[config.mk]
export PLATFORM = sky130hd
export DESIGN_NAME = regfile_bypass
export DESIGN_NICKNAME = d
export VERILOG_FILES = /design/src/rtl/rf_pkg.sv /design/src/rtl/rf_wr_gate.sv /design/src/rtl/rf_array.sv /design/src/rtl/rf_rd_port.sv /design/src/rtl/regfile_bypass.sv
export SDC_FILE = /design/constraint.sdc
export NUM_CORES = 2
export LEC_CHECK = 0
export CAP_MARGIN = 25
export CORE_MARGIN = 3
export CORE_UTILIZATION = 40
export CTS_CLUSTER_DIAMETER = 120
export DETAILED_ROUTE_END_ITERATION = 10
export GPL_ROUTABILITY_DRIVEN = 0
export SYNTH_ARGS = -nofsm -noshare
export SYNTH_HDL_FRONTEND = slang
export SYNTH_SLANG_ARGS = --single-unit
[constraint.sdc]
create_clock -name clk -period 3.03 [get_ports clk]
set_input_delay 0.606 -clock clk [delete_from_list [all_inputs] [get_ports clk]]
set_output_delay 0.606 -clock clk [all_outputs]
set_load 0.005 [all_outputs]
[src/rtl/rf_pkg.sv]
package rf_pkg;
    localparam int RF_NUM_REGS = 32;
    localparam int RF_DATA_W   = 32;
    localparam int RF_NUM_RD   = 2;
endpackage

[src/rtl/rf_wr_gate.sv]
module rf_wr_gate #(
    parameter int ADDR_W = 5
) (
    input  logic              wr_en_i,
    input  logic [ADDR_W-1:0] wr_addr_i,
    output logic              wr_valid_o
);
    // A write only counts when it targets a real (nonzero) register.
    always_comb begin
        wr_valid_o = wr_en_i && (wr_addr_i != '0);
    end
endmodule

[src/rtl/rf_array.sv]
module rf_array #(
    parameter int NUM_REGS = 32,
    parameter int DATA_W   = 32,
    parameter int ADDR_W   = 5
) (
    input  logic                             clk,
    input  logic                             rst_n,
    input  logic                             wr_valid_i,
    input  logic [ADDR_W-1:0]                wr_addr_i,
    input  logic [DATA_W-1:0]                wr_data_i,
    output logic [NUM_REGS-1:0][DATA_W-1:0]  regs_o
);
    typedef struct packed {
        logic [NUM_REGS-1:0][DATA_W-1:0] regs;
    } state_t;

    state_t st_d, st_q;

    always_comb begin
        st_d = st_q;
        if (wr_valid_i && (int'(wr_addr_i) < NUM_REGS)) begin
            st_d.regs[wr_addr_i] = wr_data_i;
        end
        st_d.regs[0] = '0;
    end

    always_ff @(posedge clk) begin
        if (!rst_n) begin
            st_q <= '0;
        end else begin
            st_q <= st_d;
        end
    end

    assign regs_o = st_q.regs;
endmodule

[src/rtl/rf_rd_port.sv]
module rf_rd_port #(
    parameter int NUM_REGS = 32,
    parameter int DATA_W   = 32,
    parameter int ADDR_W   = 5
) (
    input  logic [NUM_REGS-1:0][DATA_W-1:0] regs_i,
    input  logic [ADDR_W-1:0]               rd_addr_i,
    input  logic                            wr_valid_i,
    input  logic [ADDR_W-1:0]               wr_addr_i,
    input  logic [DATA_W-1:0]               wr_data_i,
    output logic [DATA_W-1:0]               rd_data_o
);
    logic              addr_match;
    logic [DATA_W-1:0] stored_word;

    always_comb begin
        if (rd_addr_i == '0 || int'(rd_addr_i) >= NUM_REGS) begin
            stored_word = '0;
        end else begin
            stored_word = regs_i[rd_addr_i];
        end
        // wr_valid_i is already false for address zero
        addr_match = wr_valid_i && (wr_addr_i == rd_addr_i);
        rd_data_o  = addr_match ? wr_data_i : stored_word;
    end
endmodule

[src/rtl/regfile_bypass.sv]
module regfile_bypass #(
    parameter int NUM_REGS = rf_pkg::RF_NUM_REGS,
    parameter int DATA_W   = rf_pkg::RF_DATA_W,
    parameter int ADDR_W   = $clog2(NUM_REGS)
) (
    input  logic              clk,
    input  logic              rst_n,
    input  logic              wr_en,
    input  logic [ADDR_W-1:0] wr_addr,
    input  logic [DATA_W-1:0] wr_data,
    input  logic [ADDR_W-1:0] rd_addr_a,
    output logic [DATA_W-1:0] rd_data_a,
    input  logic [ADDR_W-1:0] rd_addr_b,
    output logic [DATA_W-1:0] rd_data_b
);
    localparam int NUM_RD = rf_pkg::RF_NUM_RD;

    logic                            wr_valid;
    logic [NUM_REGS-1:0][DATA_W-1:0] regs;
    logic [NUM_RD-1:0][ADDR_W-1:0]   rd_addr;
    logic [NUM_RD-1:0][DATA_W-1:0]   rd_data;

    assign rd_addr[0] = rd_addr_a;
    assign rd_addr[1] = rd_addr_b;
    assign rd_data_a  = rd_data[0];
    assign rd_data_b  = rd_data[1];

    rf_wr_gate #(.ADDR_W(ADDR_W)) u_wr_gate (
        .wr_en_i    (wr_en),
        .wr_addr_i  (wr_addr),
        .wr_valid_o (wr_valid)
    );

    rf_array #(.NUM_REGS(NUM_REGS), .DATA_W(DATA_W), .ADDR_W(ADDR_W)) u_array (
        .clk        (clk),
        .rst_n      (rst_n),
        .wr_valid_i (wr_valid),
        .wr_addr_i  (wr_addr),
        .wr_data_i  (wr_data),
        .regs_o     (regs)
    );

    for (genvar p = 0; p < NUM_RD; p++) begin : g_rd
        rf_rd_port #(.NUM_REGS(NUM_REGS), .DATA_W(DATA_W), .ADDR_W(ADDR_W)) u_rd (
            .regs_i     (regs),
            .rd_addr_i  (rd_addr[p]),
            .wr_valid_i (wr_valid),
            .wr_addr_i  (wr_addr),
            .wr_data_i  (wr_data),
            .rd_data_o  (rd_data[p])
        );
    end
endmodule

==> results.py <==
metrics = {
    "outcome": {
        "run_status": "finished, violations left",
        "violations": "negative setup slack",
    },
    "worst_setup_path": {
        "worstPathMaxFanout": 7,
        "arrival_ns": 2.70,
        "crit_required_ns": 2.42,
        "startpoint_type": "input port",
        "r2r_cells": 2,
        "r2r_setup_slack_ns": 2.22,
        "cp-end-kind": "output pin",
        "r2r-start": "u_array.regs_o[95]$_SDFFE_PN0P_",
        "crit_type": "in2out",
        "reg2reg_to": "u_array.regs_o[95]$_SDFFE_PN0P_",
    },
    "placement": {
        "place_worst_setup_slack_ns": -1.342,
        "numPortBuffers": 113,
        "dp.final_hpwl_um": 167900,
    },
    "drt": {
        "routedWlPerCell_um": 31.10,
        "antenna_left": 0,
        "initialDrtViolationCount": 7390,
        "route.vias.total": 52910,
        "dr.pass1.iters": 7,
        "drt_wl_total_um": 259000,
        "viasPerCell": 6.354,
        "drc": 0,
    },
    "clock_network": {
        "clockBufferDepth": 3,
        "cts_max_level": 3,
        "cts_tree": "done",
        "clock_sinks": 992,
        "cts_buffers": 109,
        "clk_latency_ns": 0.72,
        "root_buffer": "clkbuf_16",
        "hold_buffers": 0,
        "clkSlewWorstSetupHoldPaths_ns": 0.07,
    },
    "global_routing": {
        "met3_usage_pct": 12.27,
        "grt-busiest-layer": "met2",
        "antenna_found_initial": 12,
        "grt.total_usage_pct": 35.48,
        "use_met1_pct": 45.64,
        "overflow": 0,
        "grt_max_degree": 142,
        "grt_pass1_wl_um": 363000,
        "use_met2_pct": 50.24,
        "grt_pass1_vias": 50370,
    },
    "floorplanning": {
        "core_um2": 132500,
        "top_level_ports": 114,
        "dieArea_um2": 138900,
        "die_w_um": 372.7,
        "rows": 133,
        "die_height_um": 372.7,
        "initial_core_util_pct": 40.60,
    },
    "finish": {
        "final_nets": 6522,
        "areaGrowthSynthToFinish_pct": 32.35,
        "layout_commonest_cell": "nand2_1",
        "largest_reg_flops": 992,
        "final_cell_mix": "nand2_1 (2048), dfxtp_1 (950), a21boi_0 (886)",
        "layout-drive-gt1-share_pct": 31.82,
    },
    "timing": {
        "slew_violations": 0,
        "final.setup.tns_ns": -10.32,
        "setup_viol": 64,
        "tightest_slew_ns": 0.7746,
        "grt_setup_unrepaired": "true",
        "final-hold-violation-count": 0,
        "finalClockSkew_ns": 0,
        "finalCriticalPeriod_ns": 3.305,
        "max_freq_mhz": 302.5,
        "slew_headroom_pct": 48.20,
        "fin_crit_sh_pct": 109.1,
        "postLayoutSetupSlackWorst_ns": -0.2754,
    },
    "power": {
        "power.leakage_nw": 24.92,
        "power_density_nw_per_um2": 461.4,
        "ir_worst_vdd_uv": 439.0,
    },
    "worst_hold_path": {
        "hold_path_end": "u_array.regs_o[348]$_SDFFE_PN0P_",
        "hp-class": "in2reg",
        "min_from": "rst_n",
        "holdPathStages": 2,
    },
    "yosys": {
        "synth_nets": 6033,
        "ys_seq_elements": 992,
        "netlist_area_um2": 53780,
        "yosysSeqAreaShare_pct": 36.93,
        "synth_edf_count": 0,
        "syn_inst": 5983,
        "async_flop_share_pct": 0,
        "synth_warnings": 0,
        "ys_types": 71,
        "yosys_most_used_dff": "dfxtp_1",
        "syn_avg_cell_area_um2": 8.988,
    },
    "job": {
        "max_cap_viol_count": 0,
    },
}
==> worst max-delay path by stage <==
| stage | start | to | slack [ns] | cells past startpoint |
|---|---|---|---|---|
| 2_1_floorplan | rd_addr_b[2] | rd_data_b[1] | 0.17 | 7 |
| 3_3_place_gp | wr_addr[2] | rd_data_b[11] | -1.39 | 8 |
| 3_5_place_dp | wr_addr[2] | rd_data_b[11] | -1.34 | 8 |
| 4_1_cts | rd_addr_b[0] | rd_data_b[5] | -0.23 | 11 |
| 5_1_grt | rd_addr_b[0] | rd_data_b[9] | -0.27 | 11 |
| 6_report | rd_addr_b[0] | rd_data_b[9] | -0.28 | 11 |
==> area by class of cell <==
| class | count | area [µm²] |
|---|---|---|
| Timing Repair Buffer | 1023 | 11420 |
| Clock inverter | 44 | 704.4 |
| Inverter | 5 | 18.77 |
| Sequential cell | 992 | 19910 |
| Fill cell | 11530 | 61290 |
| Tap cell | 1755 | 2196 |
| Multi-Input combinational cell | 4341 | 33570 |
| Clock buffer | 160 | 3343 |
| Antenna cell | 7 | 17.52 |
==> kinds of logic (layout without fill, tap and decap cells) <==
logic type / count (synthesis) / after routing / synth area share, %
compound gates: 1409 / 1409 / 20.16
xor+xnor: 10 / 10 / 0.1629
buf+inv: 650 / 1232 / 5.649
flops: 992 / 992 / 36.93
mux: 608 / 608 / 20.24
other cells: 0 / 7 / 0
simple gates: 2314 / 2314 / 16.86
==> layer usage <==
layer,vias up,share of wire (%)
met1,25770,36
li1,22030,-
met2,4007,41
met3,1091,15
met5,-,0.022
met4,10,8.1
==> synthesized netlist by cell type, types with 10 or more instances <==
master     instances  share of area, %
a211oi_1          32              0.45
a21boi_0         886                12
a21boi_1         106               1.5
a21oi_1           25              0.23
a221o_1           31              0.58
a221oi_1          91               1.5
a22o_1            21              0.34
a32o_1            23              0.43
buf_1             12             0.084
buf_2            117               1.1
buf_4             30              0.42
buf_6             20              0.42
clkbuf_1         422               2.9
clkbuf_2          33              0.31
dfxtp_1          992                37
mux2_2           105               2.2
mux2i_1          139               2.6
mux4_1            30               1.5
mux4_2           334                14
nand2_1         2103                15
nand2b_1          10              0.12
nand3_1           12              0.11
nor2_1            61              0.43
nor2b_1           41              0.48
nor3_1            40              0.37
o2111ai_1         15              0.24
o211a_1           10              0.19
o21ai_0           21              0.20
o221ai_1          20              0.33
o22ai_1           45              0.52
o31ai_1           32              0.45
==> critical path: stages <==
cell	delay, ns
buf_16	0.16
buf_16	0.19
buf_12	0.17
buf_6	0.12
mux4_2	0.50
nor2b_2	0.15
nor3_2	0.08
a2111oi_4	0.33
buf_4	0.19
o31ai_2	0.06
buf_2	0.13
==> repair_timing <==
action | in CTS | in global routing
hold endpoints to repair | 0 | 0
setup buffers | 155 | 65
pin swaps | 135 | 113
endpoints found under the setup margin | 64 | 64
gates resized for setup | 841 | 212
cloned | 19 | 7
==> where the power goes <==
part	internal (mW)	total, mW	switching (mW)
Sequential	13.1	13.2	0.0731
Clock	9.08	15.1	6.01
Combinational	1.98	4.54	2.56
Total	24.2	32.8	8.64
==> metrics by stage <==
step / utilization, % / std cells / total power, mW / hold WS [ns] / area [µm²]
floorplan: - / 5983 / 15.25 / 0.4399 / 53780
global placement: 46.83 / 7917 / 17.20 / 0.4492 / 62030
detailed placement: 46.83 / 7917 / 17.21 / 0.4593 / 62030
CTS: 52.73 / 8269 / 32.51 / 0.2582 / 69850
global route: 53.72 / 8321 / 33.42 / 0.2888 / 71160
finish: 53.73 / 8327 / 32.84 / 0.2937 / 71170
Power figures use the tool's default switching activity.
